===== config.mk =====
export PLATFORM = sky130hd
export DESIGN_NAME = jsic_top
export DESIGN_NICKNAME = d
export VERILOG_FILES = /design/src/rtl/jsic_pkg.sv /design/src/rtl/jsic_sync.sv /design/src/rtl/jsic_qual.sv /design/src/rtl/jsic_pin.sv /design/src/rtl/jsic_top.sv
export SDC_FILE = /design/constraint.sdc
export NUM_CORES = 1
export LEC_CHECK = 0
export BUFFER_PORTS_ARGS = -buffer_cell sky130_fd_sc_hd__buf_4
export CORE_ASPECT_RATIO = 0.75
export CORE_MARGIN = 2
export CORE_UTILIZATION = 57
export CTS_BUF_LIST = sky130_fd_sc_hd__clkbuf_16
export CTS_CLUSTER_SIZE = 30
export DETAILED_ROUTE_END_ITERATION = 6
export GPL_TIMING_DRIVEN = 0
export PLACE_DENSITY = 0.77
export SLEW_MARGIN = 20
export SYNTH_ARGS = -nofsm -noshare
export SYNTH_HDL_FRONTEND = slang
export SYNTH_HIERARCHICAL = 1
export SYNTH_SLANG_ARGS = --single-unit

===== constraint.sdc =====
create_clock -name clk -period 2.6 [get_ports clk]
set_input_delay 0 -clock clk [delete_from_list [all_inputs] [get_ports clk]]
set_output_delay 0 -clock clk [all_outputs]
set_load 0.005 [all_outputs]

===== src/rtl/jsic_pkg.sv =====
package jsic_pkg;

    localparam int NPIN = 2;

    typedef struct packed {
        logic            sprd_en;
        logic            dmx1_en;
        logic            dmx0_en;
        logic [2:0]      mute;
        logic [NPIN-1:0] tmr;
        logic [NPIN-1:0] md;
        logic [NPIN-1:0] flag;
    } jsic_cfg_t;

    function automatic jsic_cfg_t cfg_from_word(input logic [15:0] w);
        jsic_cfg_t c;
        c.flag    = w[1:0];
        c.md      = w[5:4];
        c.tmr     = w[7:6];
        c.mute    = w[12:10];
        c.dmx0_en = w[13];
        c.dmx1_en = w[14];
        c.sprd_en = w[15];
        return c;
    endfunction

    function automatic logic [15:0] word_from_cfg(input jsic_cfg_t c,
                                                  input logic [NPIN-1:0] lvl);
        return {c.sprd_en, c.dmx1_en, c.dmx0_en, c.mute, 2'b00,
                c.tmr, c.md, lvl, c.flag};
    endfunction

endpackage


===== src/rtl/jsic_sync.sv =====
module jsic_sync #(
    parameter int STAGES = 2
) (
    input  logic clk,
    input  logic rst,
    input  logic d_async,
    output logic q
);
    logic [STAGES-1:0] chain;

    always_ff @(posedge clk) begin
        if (rst) chain <= '0;
        else     chain <= {chain[STAGES-2:0], d_async};
    end

    assign q = chain[STAGES-1];
endmodule


===== src/rtl/jsic_qual.sv =====
module jsic_qual #(
    parameter int TC = 8
) (
    input  logic clk,
    input  logic rst,
    input  logic level,
    input  logic tmr_en,
    output logic qual
);
    localparam int CW = $clog2(TC + 1);
    localparam logic [CW-1:0] TC_V = CW'(TC);

    logic [CW-1:0] cnt;

    always_ff @(posedge clk) begin
        if (rst || !level)  cnt <= '0;
        else if (cnt != TC_V) cnt <= cnt + 1'b1;
    end

    assign qual = level && (!tmr_en || (cnt == TC_V));
endmodule


===== src/rtl/jsic_pin.sv =====
module jsic_pin #(
    parameter int TC = 8
) (
    input  logic clk,
    input  logic rst,
    input  logic pin_async,
    input  logic tmr_en,
    output logic level,
    output logic qual,
    output logic rise
);
    logic qual_d;

    jsic_sync #(.STAGES(2)) u_sync (
        .clk(clk), .rst(rst), .d_async(pin_async), .q(level)
    );

    jsic_qual #(.TC(TC)) u_qual (
        .clk(clk), .rst(rst), .level(level), .tmr_en(tmr_en), .qual(qual)
    );

    always_ff @(posedge clk) begin
        if (rst) qual_d <= 1'b0;
        else     qual_d <= qual;
    end

    assign rise = qual && !qual_d;
endmodule


===== src/rtl/jsic_top.sv =====
module jsic_top
    import jsic_pkg::*;
#(
    parameter int CLK_KHZ = 24576,
    parameter int QUAL_MS = 278
) (
    input  logic        clk,
    input  logic        rst,
    input  logic        wr_en,
    input  logic [15:0] wdata,
    input  logic [1:0]  jack_pin,
    output logic [15:0] rdata,
    output logic        irq,
    output logic        dmix_req,
    output logic        spread_req,
    output logic [2:0]  mute_sel
);
    localparam int TC = CLK_KHZ * QUAL_MS;

    jsic_cfg_t       cfg;
    logic [NPIN-1:0] lvl;
    logic [NPIN-1:0] qual;
    logic [NPIN-1:0] rise;

    for (genvar i = 0; i < NPIN; i++) begin : g_pin
        jsic_pin #(.TC(TC)) u_pin (
            .clk(clk), .rst(rst), .pin_async(jack_pin[i]),
            .tmr_en(cfg.tmr[i]), .level(lvl[i]), .qual(qual[i]), .rise(rise[i])
        );
    end

    always_ff @(posedge clk) begin
        if (rst) begin
            cfg <= '0;
        end else begin
            if (wr_en) cfg <= cfg_from_word(wdata);
            for (int i = 0; i < NPIN; i++) begin
                if (cfg.md[i] && rise[i]) cfg.flag[i] <= 1'b1;
            end
        end
    end

    assign rdata      = word_from_cfg(cfg, lvl);
    assign irq        = |cfg.flag;
    assign dmix_req   = cfg.dmx0_en && qual[0];
    assign spread_req = cfg.sprd_en && (&qual);
    assign mute_sel   = cfg.mute;
endmodule


* After elaboration in Yosys (flattened, before gate mapping)
Index checks and enable logic that the tools add are counted.
** Storage, ports and cells
- Register bits after elaboration :: 64
- Output and inout port bits :: 22
- Bits of input ports :: 21
** Operators by class
- Equality and inequality tests :: 4
- Reductions and logical operators :: 22
- Mux-type cells :: 3
- Add/sub/neg operators :: 2
** Operators by type and width (count)
- adder 23 x 1 -> 23 bit, second input constant :: 2
- equality test 23 bit, second input constant :: 2
- inequality test 23 bit, second input constant :: 2
- logical AND 1 bit :: 8
- logical NOT 1 bit :: 6
- logical OR 1 bit :: 4
- nonzero test 2 bit :: 2
- 2-to-1 mux 1 bit :: 2
- 2-to-1 mux 2 bit :: 1
- AND reduction 2 bit :: 1
- OR reduction 2 bit :: 1

* Logic depth before layout (Yosys ltp)
Gate-level depths: netlist (run 1).
- Depth after elaboration :: 6
- Gate-level depth with buffers :: 9

* Hierarchy
Netlist (run 1), hierarchy kept.
** By module, submodules not included
- jsic_qual :: times used 2, seq. area each 460.4 um2, cells each 138, area each 1178.6 um2
- jsic_top :: times used 1, seq. area each 240.2 um2, cells each 49, area each 490.5 um2
- jsic_sync :: times used 2, seq. area each 40.0 um2, cells each 4, area each 52.6 um2
- jsic_pin :: times used 2, seq. area each 20.0 um2, cells each 3, area each 47.5 um2

* Least setup slack after synthesis (run 1)
No wires, ideal clock.
- Kind :: reg-to-reg
- Start :: register g_pin[0].u_pin.u_qual.cnt[11]
- End :: register g_pin[0].u_pin.u_qual.cnt[22]
- Arrival time :: 1773 ps
- Slack :: 758 ps
- Buffers on the path :: 1
- Stages on the path, launching flop included :: 6
- Period minus slack after synthesis :: 1842 ps
- Library setup time :: 70 ps
- Cells stage by stage :: dfxtp_1 nand4_2 or4_1 buf_2 or4_1 a21oi_1
** On the way
- Word-level cells in the longest chain between the ends :: 1
** RTL lines
- start, declared :: line jsic_qual.sv:13 : logic [CW-1:0] cnt;
- start signal, assigned :: line jsic_qual.sv:17 : else if (cnt != TC_V) cnt <= cnt + 1'b1;
- adder 23 x 1 -> 23 bit or inequality test 23 bit (tied branches) :: line jsic_qual.sv:17
Parallel ways exist; a longest one is shown, timed or not.
A chain may end at the register's enable or synchronous reset.

* Final worst setup path (run 1)
- Start :: register g_pin[1].u_pin.u_qual.cnt[0]
- End :: register cfg (netlist bit rdata[1])
** On the way
- Word-level cells in the longest chain between the ends :: 6
** RTL lines
- start, declared :: line jsic_qual.sv:13
- start signal, assigned :: line jsic_qual.sv:17
- equality test 23 bit (*) :: line jsic_qual.sv:20 : assign qual = level && (!tmr_en || (cnt == TC_V));
- logical OR 1 bit (*) :: line jsic_qual.sv:20
- logical AND 1 bit (*) :: line jsic_qual.sv:20
- named net qual[1] :: line jsic_top.sv:22 : logic [NPIN-1:0] qual;
- logical AND 1 bit (*) :: line jsic_pin.sv:27 : assign rise = qual && !qual_d;
- named net rise[1] :: line jsic_top.sv:23 : logic [NPIN-1:0] rise;
- logical AND 1 bit (*) :: line jsic_top.sv:38 : if (cfg.md[i] && rise[i]) cfg.flag[i] <= 1'b1;
- 2-to-1 mux 1 bit or nonzero test 2 bit (tied branches)
- end signal, assigned :: line jsic_top.sv:36 : if (wr_en) cfg <= cfg_from_word(wdata);
- end, declared :: line jsic_top.sv:20 : jsic_cfg_t cfg;
The timed path passes the listed nets; every way through them passes the cells marked *.

==> flow_summary_export.csv, run 1 <==
group,metric,value,unit
sta,finalSetupViolCount,0,
critical_path,cp-end-kind,"flop",
routing,wl_per_cell,14.53,µm
routing,antenna_left,0,
grt,grt_pass1_vias,2456,
grt,grt_max_degree,14,
critical_path,worstPathCellList,"inv_1 -> ha_1 -> and4b_1 -> nand4_1 -> o21ai_1 -> and2_1 -> nor2b_4 -> nand2_1 -> a21oi_1 -> dlygate4sd3_1",
routing,firstDrtPassIters,4,
cells_and_area,diodes,0,
placed_design,portBuffers,36,
critical_path,critPathMaxStageDelay,0.56,ns
grt,overflow,0,
clocking,clockRootBuffer,"clkbuf_16",
critical_path,crit_slowest_cell,"dlygate4sd3_1",
logic_synthesis,ys_seq_area_share,42.04,%
placed_design,place_hpwl,4.743,mm
critical_path,crit_path_start,"g_pin[1].u_pin/u_qual/cnt[0]",
clocking,cts_tree,"yes",
routing,drc,0,
routing,routed_via_density,5.554,
critical_path,regToRegStartpoint,"g_pin[1].u_pin/u_qual/cnt[0]",
logic_synthesis,ys_types,39,
logic_synthesis,synth-xor-area-share,5.172,%
clocking,post_cts_buffers,0,
sta,rsz0062_at_grt,"no",
cells_and_area,final_cell_area,3885,µm²
floorplanning,die-height,67.33,µm
critical_path,crit_path_start_kind,"flop",
sta,hold_ws,0.02791,ns
floorplanning,core,5238,µm²
logic_synthesis,ys_ff_latch,64,
routing,drt_iter0_markers,105,
sta,fin_crit,2.394,ns
outcome,status,"finished clean",
cells_and_area,final_nets,430,
grt,grt_pass1_wl,11.38,mm
critical_path,crit_arrival,2.66,ns
critical_path,required,2.87,ns
floorplanning,die_w,88.44,µm
clocking,cts.clk_slew.worst_paths,0.05,ns
logic_synthesis,synth-simple-area-share,30.42,%
pwr,p_per_area,581.8,nW/µm²
logic_synthesis,syn-cell-area,3048,µm²
sta,finClkSkew,0.005543,ns
job,max-cap-violations,0,
placed_design,dpl_cell_area,3416,µm²
placed_design,gp_congestion,0.8267,
floorplanning,pin_count,43,
pwr,total_power,0.002260,W
floorplanning,placementRows,23,
sta,fin_setup_tns,0,ns
clocking,clk_latency,0.33,ns
sta,slew_viol_final,0,
clocking,cts_sinks,64,
pwr,ir_worst_vdd,475.1,µV
sta,finalHoldViolations,0,
cells_and_area,syn_to_final_growth,27.46,%
clocking,clock_path_buffers,2,
cells_and_area,layout-drive-gt1-share,18.83,%
worst_hold_path,hp-class,"input pin to flop",
sta,fmax,417.8,MHz
clocking,h-tree-depth,3,
critical_path,worstSetupPathType,"flop to flop",
floorplanning,dieArea,5954,µm²
critical_path,critPathMaxFanout,5,
logic_synthesis,postSynthAreaPerCell,8.991,µm²
logic_synthesis,synth_warnings,6,
routing,routed_wl,7.032,mm
logic_synthesis,synth_compound_area_share,10.51,%
grt,track_usage,25.19,%
logic_synthesis,synthMuxAreaShare,4.598,%
logic_synthesis,synthAdderAreaFrac,1.642,%
logic_synthesis,synthCells,339,
routing,via_count,2688,
worst_hold_path,min_from,"wr_en",
clocking,cts_buffers,9,
logic_synthesis,synth_top_family_by_area,"simple AND/OR/NAND/NOR gates",
grt,antenna_found_initial,0,
pwr,p_leak,1.417,nW
sta,fin_crit_sh,92.07,%
floorplanning,initial_utilization,58.19,%
[power breakdown]
| part | switching (W) | leakage [nW] | internal (W) |
|---|---|---|---|
| combinational | 0.0000495 | 0.761 | 0.0000809 |
| clock | 0.000399 | 0.138 | 0.000721 |
| sequential | 0.0000119 | 0.519 | 0.000998 |
[worst max-delay path: cells and delay by family, from the launching register on]
family / cells / cell delay, ns
AND/OR/NAND/NOR: 5 / 0.86
buffers and inverters: 2 / 0.66
flip-flops: 1 / 0.35
adder cells (fa/ha/maj): 1 / 0.14
AO/OA/AOI/OAI: 2 / 0.32
[sequential cells by signal, indices dropped and copies added, names as in the netlist]
name,cells
g_pin.u_pin/u_sync/chain,4
g_pin.u_pin/qual_d,2
mute_sel,3
g_pin.u_pin/u_qual/cnt,46
rdata,9
[logic make-up after synthesis]
family                   Yosys count
AND/OR/NAND/NOR                  155
adder cells (fa/ha/maj)            4
other                              1
XOR/XNOR                          18
multiplexers                      14
AO/OA/AOI/OAI                     52
buffers and inverters             31
flip-flops                        64
[what timing repair did]
item / CTS / global route
hold buffers: 18 / 0
gates resized for setup: 0 / 3
endpoints found under the hold margin: 18 / 0
setup endpoints to repair: 0 / 1
[layout by cell type, fill, tap and decap left out, types with 4 or more instances in the layout]
master / n
nor3_1: 6
nand2_1: 22
mux2i_1: 14
nor4_1: 8
nor2b_4: 4
nand4_1: 6
xor2_1: 8
dlygate4sd3_1: 18
and4b_1: 4
o211ai_1: 4
buf_4: 43
a21oi_1: 22
clkbuf_1: 5
and3_1: 5
clkbuf_16: 9
or4_1: 14
o21ai_0: 7
dfxtp_1: 64
xnor2_1: 10
nor2b_1: 6
ha_1: 4
nor2_1: 34
nand3_1: 20
o31ai_1: 14
inv_1: 14
[metrics by stage]
stage | std cells | setup slack (ns) | util [%]
floorplan | 340 | 0.7575 | -
global placement | 451 | 0.5918 | 65.22
detailed placement | 451 | 0.5447 | 65.22
CTS | 484 | 0.1371 | 73.94
global route | 484 | 0.03645 | 74.18
finish | 484 | 0.2063 | 74.18
[final cells by class]
class | count | area (µm²)
clock buffers | 9 | 225.2
repair buffers | 54 | 450.4
multi-input cells | 245 | 1615
well taps | 75 | 93.84
fillers | 394 | 1353
plain buffers | 17 | 115.1
flip-flops and latches | 64 | 1281
inverters | 14 | 52.55
clock inverters | 6 | 51.30
[Yosys cell counts]
cell        n  area, µm²
and4b_1     4      40.04
xor2_1      8      70.07
or2_2       3      18.77
buf_2       2      10.01
nand4_1     6      37.54
mux2i_1    14      140.1
inv_1      14      52.55
and3_1      5      31.28
nor4_1     10      62.56
nand4_2     2      25.02
nand2b_1    2      12.51
xnor2_1    10      87.58
or4_1      14      105.1
nor2_1     34      127.6
and2_1      3      18.77
nand3_1    20      100.1
nor4b_1     2      17.52
nand4_4     2      42.54
o41ai_1     2      17.52
dfxtp_1    64       1281
conb_1      1      3.750
buf_4       7      52.55
o2111ai_1   2      17.52
o21ai_0     8      40.04
or3_1       2      12.51
and4_2      2      20.02
nand4b_1    2      17.52
nor2b_4     4      55.05
and4_1      2      17.52
or3_2       2      15.01
nor3_1      6      30.03
o31ai_1    14      105.1
a21oi_1    22      110.1
ha_1        4      50.05
nand2_1    22      82.58
o211ai_1    4      30.03
nor2b_1     6      37.54
clkbuf_1    5      18.77
buf_6       3      33.78
[layer usage]
layer / vias to the layer above / track usage, % / share of wire, % / wire [µm]
met4: 0 / 9.659 / 1.7 / 121
met3: 11 / 6.724 / 5.9 / 418
met2: 67 / 39.19 / 42 / 2987
met1: 1254 / 33.64 / 50 / 3505
li1: 1356 / - / - / -
met5: - / 0 / 0 / 0
[final timing paths]
check / to / depth (start not counted) / slack (ns)
worst min-delay path: rdata[0] / 3 / 0.03
worst max register to register: rdata[1] / 10 / 0.21
worst max-delay path: rdata[1] / 10 / 0.21
worst min register to register: g_pin[0].u_pin/u_sync/chain[1] / 1 / 0.44
No activity file was read; power rests on OpenSTA's default activity.
==> run 2, diff against run 1 <==
--- a/config.mk
+++ b/config.mk
@@ -17,5 +17,4 @@
 export SLEW_MARGIN = 20
 export SYNTH_ARGS = -nofsm -noshare
 export SYNTH_HDL_FRONTEND = slang
-export SYNTH_HIERARCHICAL = 1
 export SYNTH_SLANG_ARGS = --single-unit
==> run 2 against run 1 <==
Effect of this change: routed wire length grew 6.0%; die area fell by 0.43%; critical path depth fell by 3; area after synthesis decreased by 0.45%; largest power group unchanged.
==> flow_summary_export.csv, run 2 <==
group,metric,value,unit
outcome,status,"finished clean",
placed_design,portBuffers,36,
floorplanning,core,5010,µm²
sta,fin_crit,2.345,ns
logic_synthesis,async_reset_ff_share,0,%
grt,grt_pass1_wl,12.28,mm
routing,firstDrtPassIters,6,
cells_and_area,layout-drive-gt1-share,16.67,%
placed_design,gp_congestion,0.8425,
floorplanning,initial_utilization,60.56,%
routing,antenna_left,0,
floorplanning,die_w,88.25,µm
routing,routed_wl,7.457,mm
routing,drt_iter0_markers,213,
logic_synthesis,synth_flop_cell,"dfxtp_1",
grt,grt_max_degree,11,
routing,routed_via_density,5.794,
pwr,power.internal,0.001799,W
floorplanning,placementRows,22,
clocking,cts_sinks,64,
clocking,cts.clk_slew.worst_paths,0.05,ns
sta,slew_viol_final,0,
critical_path,cp-end-kind,"output pin",
critical_path,regToRegStartpoint,"g_pin[0].u_pin.u_qual.cnt[2]",
sta,finClkSkew,0.007149,ns
critical_path,crit_path_start,"g_pin[0].u_pin.u_qual.cnt[0]",
grt,grt_use_met3,8.435,%
pwr,p_per_area,591.5,nW/µm²
logic_synthesis,synth_edf_count,0,
job,max-cap-violations,0,
pwr,p_leak,1.407,nW
cells_and_area,syn_to_final_growth,26.60,%
floorplanning,dieArea,5929,µm²
sta,rsz0062_at_grt,"no",
sta,worst_slew_pin_slew,0.7434,ns
pwr,clock_power_share,49.7,%
pwr,power_frac_comb,5.8,%
grt,overflow,0,
logic_synthesis,synth_area_leaders,"dfxtp_1 (42%), mux2i_1 (4.6%), nor2_1 (4.3%)",
logic_synthesis,yosys.area.top_type_share,42.23,%
grt,track_usage,27.44,%
clocking,clockRootBuffer,"clkbuf_16",
sta,slew_headroom,50.44,%
cells_and_area,layout.cells.most_common_list,"dfxtp_1 (64), buf_4 (45), nor2_1 (35)",
cells_and_area,final_nets,435,
placed_design,place_hpwl,4.854,mm
routing,via_count,2816,
logic_synthesis,ys_types,50,
sta,finalSetupViolCount,0,
logic_synthesis,syn-cell-area,3034,µm²
pwr,swShare,20.80,%
critical_path,crit_path_start_kind,"flop",
cells_and_area,final_common_cell,"dfxtp_1",
clocking,clk_latency,0.33,ns
clocking,cts_buffers,9,
logic_synthesis,synth_common_cells,"dfxtp_1 (64), nor2_1 (35), a21oi_1 (26)",
sta,fin_crit_sh,90.19,%
routing,wl_per_cell,15.34,µm
critical_path,crit_arrival,2.35,ns
logic_synthesis,synthCells,346,
pwr,p_switching,0.0004727,W
sta,hold_ws,0.1698,ns
pwr,ir_worst_vdd,474.5,µV
cells_and_area,diodes,0,
logic_synthesis,ys_ff_latch,64,
pwr,pwr-share-seq,44.5,%
critical_path,critPathMaxFanout,5,
grt,grt.busiest_layer,"met2",
grt,grt_pass1_vias,2586,
floorplanning,pin_count,43,
sta,fin_setup_tns,0,ns
logic_synthesis,synth_warnings,0,
logic_synthesis,yosys.area.top_type,"dfxtp_1",
critical_path,worstSetupPathType,"flop to output pin",
logic_synthesis,ys_seq_area_share,42.23,%
clocking,cts_tree,"yes",
grt,antenna_found_initial,0,
sta,fmax,426.4,MHz
worst_hold_path,min_from,"rst",
logic_synthesis,postSynthAreaPerCell,8.769,µm²
logic_synthesis,synth_most_common_cell,"dfxtp_1",
critical_path,required,2.60,ns
sta,finalHoldViolations,0,
clocking,h-tree-depth,3,
cells_and_area,regMostFlops,"g_pin.u_pin.u_qual.cnt",
floorplanning,die-height,67.19,µm
cells_and_area,largest_reg_flops,46,
grt,grtUsageMet2,41.73,%
worst_hold_path,hp-class,"input pin to flop",
routing,drc,0,
grt,grt_use_met1,37.48,%
clocking,clock_path_buffers,2,
==> run 2: routing by layer <==
metal,part of all wire (%),vias to the layer above
li1,-,1374
met1,48,1312
met2,43,117
met3,7.7,13
met4,1.3,0
met5,0,-
==> run 2: critical path: stages (launching register included) <==
cell,delay [ns]
dfxtp_1,0.37
inv_1,0.08
ha_1,0.21
nor4b_2,0.17
and4_1,0.28
a21boi_0,0.52
and3b_1,0.26
buf_4,0.13
==> run 2: power groups by stage <==
stage	sequential (W)	clock (W)	combinational (W)
finish	0.00101	0.00113	0.000131
detailed placement	0.00103	0	0.000105
global route	0.00101	0.00119	0.000142
global placement	0.00103	0	0.000103
CTS	0.00101	0.00114	0.000127
floorplan	0.00103	0	0.0000506
==> run 2: path summary, 6_finish.rpt <==
kind	endpoint	slack, ns	cells past startpoint
setup / recovery	dmix_req	0.25	7
hold / removal	g_pin[0].u_pin.u_sync.chain[1]	0.17	3
setup reg to reg	g_pin[0].u_pin.u_qual.cnt[17]	0.53	5
hold reg to reg	g_pin[1].u_pin.u_sync.chain[1]	0.44	1
==> run 2: final cells by class <==
cell class,count,area [µm²]
buffer,22,120.1
tap,72,90.09
inverter,13,48.80
fill,366,1169
multi-input combinational,248,1594
clock buffer,9,225.2
sequential,64,1281
clock inverter,6,51.30
timing repair buffer,52,430.4
==> run 2: timing repair <==
item / 4_1_cts / 5_1_grt
endpoints found under the hold margin: 14 / 0
resized for setup: 0 / 1
hold buffers: 16 / 0
setup buffers: 0 / 0
setup endpoints to repair: 0 / 1
==> run 2: kinds of logic (layout without fill, tap and decap cells) <==
logic type,count (synthesis),in the layout,share of synthesized area [%]
other cells,1,2,0.1236
buf+inv,35,102,5.567
compound gates,56,56,10.76
flops,64,64,42.23
simple gates,155,155,30.06
mux,15,15,4.990
xor+xnor,16,16,4.618
fa+ha+maj,4,4,1.650
==> run 2: metrics by stage <==
stage | std cells | util, % | instance area (µm²) | power, W | setup WS (ns)
global placement | 455 | 67.83 | 3398 | 0.001132 | 0.6963
global route | 486 | 76.67 | 3841 | 0.002343 | 0.001640
detailed placement | 455 | 67.83 | 3398 | 0.001135 | 0.6508
finish | 486 | 76.67 | 3841 | 0.002272 | 0.2550
floorplan | 347 | - | 3038 | 0.001078 | 0.9474
CTS | 486 | 76.55 | 3835 | 0.002281 | 0.2744
